### config.mk
export PLATFORM = sky130hd
export DESIGN_NAME = phase_ctl_regs
export DESIGN_NICKNAME = d
export VERILOG_FILES = /design/src/rtl/phase_ctl_pkg.sv /design/src/rtl/phase_mask_reg.sv /design/src/rtl/phase_decode.sv /design/src/rtl/phase_ctl_regs.sv
export SDC_FILE = /design/constraint.sdc
export NUM_CORES = 1
export LEC_CHECK = 0
export ABC_AREA = 1
export CAP_MARGIN = 20
export CORE_MARGIN = 4
export CORE_UTILIZATION = 30
export DETAILED_ROUTE_END_ITERATION = 8
export PLACE_DENSITY = 0.62
export SYNTH_ARGS = -nofsm -noshare
export SYNTH_HDL_FRONTEND = slang
export SYNTH_SLANG_ARGS = --single-unit
export TNS_END_PERCENT = 5
### constraint.sdc
create_clock -name clk -period 3.3 [get_ports clk]
set_input_delay 0.825 -clock clk [delete_from_list [all_inputs] [get_ports clk]]
set_output_delay 0.825 -clock clk [all_outputs]
set_load 0.01 [all_outputs]
### src/rtl/phase_ctl_pkg.sv
package phase_ctl_pkg;
  localparam int HALF_W  = 16;
  localparam int QUAD_W  = 2;
  localparam int TAP_W   = 8;
  localparam int FLD_LSB = 1;
  localparam int FLD_W   = QUAD_W + TAP_W + 1;
  localparam int FLD_MSB = FLD_LSB + FLD_W - 1;

  typedef struct packed {
    logic              fine_en;
    logic [TAP_W-1:0]  taps;
    logic [QUAD_W-1:0] quad;
  } phase_cfg_t;
endpackage

### src/rtl/phase_mask_reg.sv
module phase_mask_reg #(
  parameter int W = 16
) (
  input  logic         clk,
  input  logic         rst,
  input  logic         wr_en,
  input  logic [W-1:0] wdata,
  input  logic [W-1:0] wmask,
  output logic [W-1:0] q
);
  always_ff @(posedge clk) begin
    if (rst) q <= '0;
    else if (wr_en) q <= (q & ~wmask) | (wdata & wmask);
  end

  p_keep_unmasked_r2: assert property (@(posedge clk) disable iff (rst)
    wr_en |=> ((q & ~$past(wmask)) == ($past(q) & ~$past(wmask))));
  p_idle_hold_r2: assert property (@(posedge clk) disable iff (rst)
    !wr_en |=> $stable(q));
endmodule

### src/rtl/phase_decode.sv
module phase_decode
  import phase_ctl_pkg::*;
(
  input  logic               clk,
  input  logic               rst,
  input  logic [FLD_W-1:0]   fld_i,
  output phase_cfg_t         cfg_o
);
  logic              en_bit;
  logic [TAP_W-1:0]  tap_bits;
  logic [QUAD_W-1:0] quad_bits;

  assign quad_bits = fld_i[QUAD_W-1:0];
  assign tap_bits  = fld_i[QUAD_W +: TAP_W];
  assign en_bit    = fld_i[FLD_W-1];

  always_ff @(posedge clk) begin
    if (rst) cfg_o <= '0;
    else begin
      cfg_o.quad    <= quad_bits;
      cfg_o.fine_en <= en_bit;
      cfg_o.taps    <= en_bit ? tap_bits : '0;
    end
  end

  p_quad_lag_r7: assert property (@(posedge clk) disable iff (rst)
    1'b1 |=> cfg_o.quad == $past(fld_i[QUAD_W-1:0]));
  p_taps_gated_r5: assert property (@(posedge clk) disable iff (rst)
    !cfg_o.fine_en |-> cfg_o.taps == '0);
endmodule

### src/rtl/phase_ctl_regs.sv
module phase_ctl_regs
  import phase_ctl_pkg::*;
#(
  parameter int          ADDR_W   = 12,
  parameter logic [11:0] DRV_ADDR = 12'h130,
  parameter logic [11:0] SMP_ADDR = 12'h134
) (
  input  logic              clk,
  input  logic              rst,
  input  logic              bus_sel,
  input  logic              bus_we,
  input  logic [ADDR_W-1:0] bus_addr,
  input  logic [31:0]       bus_wdata,
  output logic [31:0]       bus_rdata,
  output logic [1:0]        drv_quad,
  output logic              drv_fine_en,
  output logic [7:0]        drv_taps,
  output logic [1:0]        smp_quad,
  output logic              smp_fine_en,
  output logic [7:0]        smp_taps
);
  localparam int NCH = 2;

  logic [NCH-1:0]    hit;
  logic [HALF_W-1:0] regs [NCH];
  phase_cfg_t        cfg  [NCH];

  assign hit[0] = (bus_addr == ADDR_W'(DRV_ADDR));
  assign hit[1] = (bus_addr == ADDR_W'(SMP_ADDR));

  for (genvar c = 0; c < NCH; c++) begin : g_ch
    phase_mask_reg #(.W(HALF_W)) u_reg (
      .clk   (clk),
      .rst   (rst),
      .wr_en (bus_sel && bus_we && hit[c]),
      .wdata (bus_wdata[HALF_W-1:0]),
      .wmask (bus_wdata[2*HALF_W-1:HALF_W]),
      .q     (regs[c])
    );
    phase_decode u_dec (
      .clk   (clk),
      .rst   (rst),
      .fld_i (regs[c][FLD_MSB:FLD_LSB]),
      .cfg_o (cfg[c])
    );
  end

  always_ff @(posedge clk) begin
    if (rst) bus_rdata <= '0;
    else if (bus_sel && !bus_we) begin
      if (hit[0])      bus_rdata <= {{HALF_W{1'b0}}, regs[0]};
      else if (hit[1]) bus_rdata <= {{HALF_W{1'b0}}, regs[1]};
      else             bus_rdata <= '0;
    end
  end

  assign drv_quad    = cfg[0].quad;
  assign drv_fine_en = cfg[0].fine_en;
  assign drv_taps    = cfg[0].taps;
  assign smp_quad    = cfg[1].quad;
  assign smp_fine_en = cfg[1].fine_en;
  assign smp_taps    = cfg[1].taps;

  p_rdata_upper_r3: assert property (@(posedge clk) disable iff (rst)
    bus_rdata[31:16] == '0);
  p_unmapped_write_r6: assert property (@(posedge clk) disable iff (rst)
    (bus_sel && bus_we && hit == '0) |=> ($stable(regs[0]) && $stable(regs[1])));
  p_drv_only_r6: assert property (@(posedge clk) disable iff (rst)
    (bus_sel && bus_we && hit[0]) |=> $stable(regs[1]));
endmodule

==> results.yml, run 1 <==
flow_run:
  cap_violations: 0
cts:
  worstSkewPairLatency_ns: 0.34
  cts-root-buf: "clkbuf_8"
  holdBufCountCts: 0
  cts_sinks: 70
  numCtsBuffers: 9
  cts_tree: "done"
  clkTransAtPathRegs_ns: 0.08
  cts_resized: 0
  cts_max_level: 3
  cts.path.max_buffers: 2
  post-cts-setup-buffers: 0
grt:
  antenna_found_initial: 0
  track_usage_pct: 13.66
  gr-total-overflow: 0
  grt_pass1_wl_mm: 13.77
  grt_pass1_vias: 2805
  grt_max_degree: 37
sta:
  setup_tns_ns: 0
  max_slew.worst_pin.slew_ns: 1.041
  hold_violations: 0
  fin_crit_sh_pct: 78.09
  layout_min_cycle_time_ns: 2.577
  finalMaxSlewViolations: 0
  grt_setup_unrepaired: "no"
  fin_skew_ns: 0.01257
  setup_viol: 0
  fmax_mhz: 388.1
  maxSlewHeadroom_pct: 30.53
synthesis:
  yosysMostFrequentCell: "nor2_1"
  synth_cell_type_count: 18
  syn_inst: 476
  synth_edf_count: 0
  synth_top_area_share_pct: 42.49
  ys_warn_count: 0
  seq_area_frac_synth_pct: 42.49
  postSynthAreaPerCell_um2: 6.929
  synth-main-ff-cell: "dfxtp_1"
  synth_seq_cells: 70
  synth_top_area_cell: "dfxtp_1"
  ys_top_cells_by_count: "nor2_1 (119), nand2_1 (105), dfxtp_1 (70)"
  yosys-top-cells-area: "dfxtp_1 (42%), nor2_1 (14%), nand2_1 (12%), inv_1 (7.5%), nand4_1 (6.8%)"
  async_reset_ff_share_pct: 0
  syn-cell-area_mm2: 0.003298
setup_path:
  worstSetupPathType: "in -> reg"
  cpMaxStageDelayCell: "clkinv_1"
  rrSetupSlack_ns: 2.35
  r2r_cells: 4
  crit_family: "buffers and inverters"
  worstPathArrival_ns: 2.80
  crit_buf_inv: 2
  cp_common_cell: "nand2_1"
  cp.required_ns: 3.53
  cp-startpoint: "bus_we"
  path_depth: 7
  cp-start-kind: "input port"
  cp_max_fo: 36
  cp_cell_sequence: "clkdlybuf4s50_1 -> nand2_1 -> clkinv_1 -> nand4_1 -> nand2_1 -> nand2_1 -> nor2_1"
  end_kind: "flip-flop"
  r2r-end: "g_ch[1].u_dec.cfg_o[8]"
  slowest_delay_ns: 0.77
placed_design:
  place_hpwl_mm: 6.188
  placed_area_mm2: 0.004140
  portBuffers: 85
  gp_congestion: 0.7855
layout:
  area_growth_syn_to_layout_pct: 31.53
  drive_gt1_share_pct: 9.464
  utilization_pct: 40.19
  fin_area_mm2: 0.004338
  n_antenna_cell: 0
  layout.nets: 603
floorplanning:
  fp.dieH_um: 112.9
  fp.dieArea_mm2: 0.01274
  core_area_mm2: 0.01079
  num_rows: 38
  io-pin-count: 102
  die_x_um: 112.9
  start_util_pct: 30.56
outcome:
  status: "complete, no violations"
hold_path:
  min_path_type: "reg -> reg"
detailed_routing:
  drt_first_iter_violations: 127
  dr.pass1.iters: 4
  drc: 0
  ant_nets: 0
  num_vias: 3023
  routed_wirelength_mm: 8.703
  viasPerCell: 4.319
  routedWlPerCell_um: 12.43
power_and_ir_drop:
  ir_drop_v: 0.0001598
  power.total_mw: 1.719
  power.density_mw_per_mm2: 396.2
  power_leakage_nw: 1.922
## how the worst min path moves through the flow
stage | end | cells after the start
2_1_floorplan | g_ch[0].u_dec.cfg_o[0] | 2
3_3_place_gp | g_ch[1].u_dec.cfg_o[0] | 2
3_5_place_dp | g_ch[1].u_dec.cfg_o[0] | 2
4_1_cts | g_ch[1].u_dec.cfg_o[0] | 2
5_1_grt | g_ch[1].u_dec.cfg_o[5] | 2
6_report | g_ch[0].u_dec.cfg_o[3] | 2
## logic make-up after synthesis
family	after synthesis	share of synthesized area [%]
AND/OR/NAND/NOR	302	41.73
buffers and inverters	103	15.67
flip-flops	70	42.49
other	1	0.1137
## where the power goes
part / internal, mW / switching [mW] / leakage, nW
combinational: 0.0878 / 0.0904 / 1.27
sequential: 0.855 / 0.00587 / 0.566
clock: 0.350 / 0.330 / 0.0879
total: 1.29 / 0.426 / 1.92
## per-stage QoR
| stage | hold slack (ns) | std cells | worst slack, ns |
|---|---|---|---|
| 2_1_floorplan | 0.4245 | 491 | 1.591 |
| 3_3_place_gp | 0.4474 | 684 | 0.5130 |
| 3_5_place_dp | 0.4449 | 684 | 0.4298 |
| 4_1_cts | 0.4607 | 700 | 0.7936 |
| 5_1_grt | 0.4775 | 700 | 0.5546 |
| 6_report | 0.4588 | 700 | 0.7231 |
## final cells by class
cell class	instances	area, um^2
fillers	1130	6455
multi-input cells	318	1439
flip-flops and latches	70	1401
repair buffers	87	865.8
inverters	69	259.0
well taps	140	175.2
clock buffers	9	123.9
clock inverters	7	73.82
## tightest hold or removal path, delay by kind of cell (launching register included)
| kind | cells | cell delay, ns |
|---|---|---|
| simple gates | 1 | 0.04 |
| flops | 1 | 0.32 |
| buf+inv | 1 | 0.07 |
## cells in the final DEF (no fill, tap or decap)
master / instances
nand2_2: 17
inv_2: 2
clkinvlp_4: 4
nand2_1: 105
inv_1: 66
inv_6: 1
buf_4: 2
nor2_4: 6
nand3_1: 10
clkdlybuf4s50_1: 85
clkinv_1: 1
dfxtp_1: 70
bufinv_16: 1
conb_1: 16
nor2_2: 2
nor2_1: 118
clkbuf_8: 9
nand3_2: 8
nand4_1: 36
clkinv_2: 1
## per-layer routing
layer	part of all wire (%)	track usage (%)	up-vias
met1	45	16.80	1349
li1	-	-	1574
met4	0.98	5.849	0
met3	7.6	3.904	6
met5	0	0	-
met2	46	22.31	94
Note: power is estimated with default switching activity, not from simulation.
==> run 2: changes to the inputs <==
--- a/config.mk
+++ b/config.mk
@@ -10,7 +10,7 @@
 export CORE_MARGIN = 4
 export CORE_UTILIZATION = 30
 export DETAILED_ROUTE_END_ITERATION = 8
-export PLACE_DENSITY = 0.62
+export PLACE_DENSITY = 0.64
 export SYNTH_ARGS = -nofsm -noshare
 export SYNTH_HDL_FRONTEND = slang
 export SYNTH_SLANG_ARGS = --single-unit
==> constraint.sdc (replaced) <==
create_clock -name clk -period 2.2 [get_ports clk]
set_input_delay 0.55 -clock clk [delete_from_list [all_inputs] [get_ports clk]]
set_output_delay 0.55 -clock clk [all_outputs]
set_load 0.01 [all_outputs]
==> run 2 against run 1 <==
Net effect:
- sequential cell count unchanged
- clock power grew 40%
- largest cell class unchanged
- critical path type is now reg -> out
- non-clock buffer count up 9
- sequential share of layout area fell by 0.94 points
- wire length is 1.9% higher
- total power is 47% higher
- sequential power up 50%
- cell count rose by 1.3%
- clock skew is 0.0022 ns lower
==> results.yml, run 2 (synthesis gave the netlist of run 1 again) <==
cts:
  worstSkewPairLatency_ns: 0.34
  holdBufCountCts: 0
  cts_resized: 0
  clkTransAtPathRegs_ns: 0.08
  cts_tree: "done"
  numCtsBuffers: 9
  cts_sinks: 70
  post-cts-setup-buffers: 0
  cts_max_level: 3
  cts-root-buf: "clkbuf_8"
  cts.path.max_buffers: 2
power_and_ir_drop:
  ir_drop_v: 0.0002304
  power.density_mw_per_mm2: 565.7
  p_int_mw: 1.895
  power.total_mw: 2.528
  combPwrFrac_pct: 11.1
  switching_share_pct: 25.05
  p_seq_share_pct: 51.2
  power_leakage_nw: 1.991
  power.switching_uw: 633.1
  p_clk_share_pct: 37.7
layout:
  mostFrequentLayoutCells: "nor2_1 (118), nand2_1 (105), clkdlybuf4s50_1 (85), dfxtp_1 (70), inv_1 (66)"
  utilization_pct: 41.40
  drive_gt1_share_pct: 10.90
  layout_commonest_cell: "nor2_1"
  area_growth_syn_to_layout_pct: 35.47
  layout.nets: 612
  n_antenna_cell: 0
grt:
  gr-total-overflow: 0
  grt_pass1_vias: 3067
  grt_max_degree: 37
  grt_pass1_wl_mm: 14.61
  antenna_found_initial: 0
  track_usage_pct: 14.25
detailed_routing:
  routed_wirelength_mm: 8.872
  drc: 0
  dr.pass1.iters: 4
  drt_first_iter_violations: 214
  viasPerCell: 4.401
  routedWlPerCell_um: 12.51
  num_vias: 3120
  ant_nets: 0
sta:
  final.setup.worst_slack_ns: 0.3591
  setup_viol: 0
  layout_min_cycle_time_ns: 1.841
  whs_ns: 0.4565
  grt_setup_unrepaired: "no"
  hold_violations: 0
  finalMaxSlewViolations: 0
  fin_crit_sh_pct: 83.68
  setup_tns_ns: 0
  fin_skew_ns: 0.01039
  fmax_mhz: 543.2
floorplanning:
  io-pin-count: 102
  die_x_um: 112.9
  core_area_mm2: 0.01079
  fp.dieArea_mm2: 0.01274
  start_util_pct: 30.56
  fp.dieH_um: 112.9
  num_rows: 38
flow_run:
  cap_violations: 0
placed_design:
  place_hpwl_mm: 6.409
  dp_slack_ns: 0.2249
  portBuffers: 85
  gp_congestion: 0.7802
setup_path:
  worstSetupPathType: "reg -> out"
  cpMaxStageDelayCell: "clkdlybuf4s50_1"
  cp-startpoint: "bus_rdata[5]"
  path_depth: 1
  slowest_delay_ns: 0.56
  worstPathArrival_ns: 1.29
  cp_max_fo: 2
  crit_buf_inv: 1
  r2r_cells: 4
  cp.required_ns: 1.65
  end_kind: "output port"
  crit_family: "buffers and inverters"
  cp_cell_sequence: "clkdlybuf4s50_1"
  cp-start-kind: "flip-flop"
outcome:
  status: "complete, no violations"
hold_path:
  min_path_type: "reg -> reg"
  hold_depth: 2
-- run 2: path summary, 6_finish.rpt --
kind	end	slack, ns
max reg2reg	g_ch[0].u_dec.cfg_o[6]	1.22
min reg2reg	g_ch[1].u_dec.cfg_o[3]	0.46
max	bus_rdata[5]	0.36
min	g_ch[1].u_dec.cfg_o[3]	0.46
-- run 2: metrics by stage --
step / cells / cell area (um^2)
floorplan: 491 / 3354
global placement: 693 / 4283
detailed placement: 693 / 4283
CTS: 709 / 4468
global route: 709 / 4468
finish: 709 / 4468
-- run 2: power by group through the flow --
stage	combinational (mW)	sequential, mW	clock, mW
2_1_floorplan	0.128	1.33	0
3_3_place_gp	0.277	1.32	0
3_5_place_dp	0.281	1.32	0
4_1_cts	0.281	1.29	0.973
5_1_grt	0.305	1.29	1.05
6_report	0.281	1.29	0.953
-- run 2: area by class of cell --
type | count | area (um^2)
Fill cell | 1066 | 6325
Multi-Input combinational cell | 318 | 1439
Clock inverter | 5 | 33.78
Timing Repair Buffer | 96 | 1008
Clock buffer | 11 | 151.4
Sequential cell | 70 | 1401
Inverter | 69 | 259.0
Tap cell | 140 | 175.2
-- run 2: layer usage --
metal | global-route usage (%) | share of wire [%] | routed length (um)
met1 | 18.29 | 43 | 3832
met2 | 23.26 | 48 | 4269
met3 | 2.513 | 7.0 | 624
met4 | 6.651 | 1.6 | 145
met5 | 0 | 0 | 0
-- run 2: worst min-delay path, cell delays in order (launching register included) --
cell and delay [ns]:
dfxtp_1 0.31, inv_1 0.06, nor2_1 0.04
==> run 3: changes to the inputs <==
==> constraint.sdc (replaced) <==
create_clock -name clk -period 1.55 [get_ports clk]
set_input_delay 0.3875 -clock clk [delete_from_list [all_inputs] [get_ports clk]]
set_output_delay 0.3875 -clock clk [all_outputs]
set_load 0.01 [all_outputs]
==> run 3 against run 2 <==
Net effect:
- wire length is 4.0% higher
- sequential power is 42% higher
- register-to-register slack worse by 0.63 ns
- via count is 0.96% higher
- sequential share of layout area is 0.56 points lower
- cell count is 0.99% higher
- non-clock buffer count is 7 higher
- total power is 42% higher
- hold slack hardly changed
- global-route usage is 0.10 points higher
- clock-buffer cell count stayed put
- critical path type is now in -> reg
- highest routed layer unchanged
==> results.yml, run 3 (synthesis gave the netlist of run 1 again) <==
cts:
  cts_tree: "done"
  cts-root-buf: "clkbuf_8"
  cts.path.max_buffers: 2
  numCtsBuffers: 9
  cts_max_level: 3
  worstSkewPairLatency_ns: 0.35
  cts_sinks: 70
  clkTransAtPathRegs_ns: 0.08
  holdBufCountCts: 0
sta:
  fin_crit_sh_pct: 91.52
  grt_setup_unrepaired: "no"
  final.setup.worst_slack_ns: 0.1315
  setup_viol: 0
  hold_violations: 0
  finalMaxSlewViolations: 0
  layout_min_cycle_time_ns: 1.419
  fin_skew_ns: 0.01173
  fmax_mhz: 705.0
power_and_ir_drop:
  ir_drop_v: 0.0003475
  power.density_mw_per_mm2: 787.6
  power_leakage_nw: 2.286
setup_path:
  cp_max_fo: 8
  worstSetupPathType: "in -> reg"
  end_kind: "flip-flop"
  cp-start-kind: "input port"
  worstPathArrival_ns: 1.70
  cp.required_ns: 1.83
grt:
  grt_max_degree: 37
  antenna_found_initial: 0
  track_usage_pct: 14.35
  grt_pass1_wl_mm: 14.48
  grt_pass1_vias: 3087
  gr-total-overflow: 0
placed_design:
  dpl.cell_count: 696
  place_hpwl_mm: 6.378
  portBuffers: 85
  gp_congestion: 0.7802
  dp_slack_ns: -0.2480
layout:
  mostFrequentLayoutCells: "nor2_1 (117), nand2_1 (104), dfxtp_1 (70), inv_1 (66), clkdlybuf4s50_1 (39)"
  drive_gt1_share_pct: 12.33
  n_antenna_cell: 0
  area_growth_syn_to_layout_pct: 37.94
  layout_commonest_cell: "nor2_1"
  instances_no_fill: 716
  layout.nets: 619
detailed_routing:
  drt_first_iter_violations: 139
  routedWlPerCell_um: 12.89
  num_vias: 3150
  drc: 0
  dr.pass1.iters: 4
  ant_nets: 0
  routed_wirelength_mm: 9.227
  viasPerCell: 4.399
floorplanning:
  io-pin-count: 102
  start_util_pct: 30.56
  core_area_mm2: 0.01079
  die_x_um: 112.9
  fp.dieH_um: 112.9
  fp.dieArea_mm2: 0.01274
  num_rows: 38
outcome:
  status: "complete, no violations"
flow_run:
  cap_violations: 0
hold_path:
  min_path_type: "reg -> reg"
run 3: routing by layer:
layer	global-route usage [%]	share of wire, %	up-vias
met2	24.13	49	104
met4	6.330	1.6	0
met5	0	0	-
met3	4.118	7.0	13
li1	-	-	1603
met1	17.01	42	1430
run 3: critical path: stages:
cell and delay, ns:
clkdlybuf4s50_1 0.44, nor2_4 0.15, inv_2 0.08, nor2_4 0.09, buf_4 0.18, nand4_1 0.14
nand2_1 0.10, nand2_1 0.05, nor2_1 0.09
run 3: report_power, final:
group | total [mW] | internal, mW | switching, mW
Combinational | 0.391 | 0.192 | 0.199
Sequential | 1.83 | 1.82 | 0.0129
Clock | 1.36 | 0.665 | 0.694
Total | 3.58 | 2.68 | 0.906
run 3: worst paths after layout:
| kind | from | endpoint | slack [ns] | cells past startpoint |
|---|---|---|---|---|
| worst max-delay path | bus_addr[1] | flip-flop | 0.13 | 9 |
| worst min-delay path | flip-flop | g_ch[0].u_dec.cfg_o[1] | 0.46 | 2 |
| worst max register to register | flip-flop | g_ch[0].u_dec.cfg_o[9] | 0.59 | 4 |
| worst min register to register | flip-flop | g_ch[0].u_dec.cfg_o[1] | 0.46 | 2 |
run 3: through the flow:
step / hold slack [ns] / TNS [ns] / util, % / instance area, um^2 / total power, mW
final: 0.4567 / 0 / 42.15 / 4549 / 3.583
after global routing: 0.4862 / 0 / 42.15 / 4549 / 3.749
after CTS: 0.4606 / 0 / 41.28 / 4456 / 3.607
after detailed placement: 0.4484 / -11.53 / 40.01 / 4318 / 2.280
after global placement: 0.4491 / -10.06 / 40.01 / 4318 / 2.275
after floorplan: 0.4245 / 0 / - / 3354 / 2.066
run 3: timing repair:
item                                    CTS  global route
cloned                                    0             3
pin swaps                                 0             9
endpoints found under the setup margin   38             6
gates resized for setup                  38            10
setup buffers                             0             1
run 3: cell type report:
class                      instances  area, um^2
clock buffer                      11       151.4
sequential                        70        1401
tap                              140       175.2
multi-input combinational        318        1444
inverter                          69       259.0
fill                            1077        6243
timing repair buffer             103        1085
clock inverter                     5       33.78
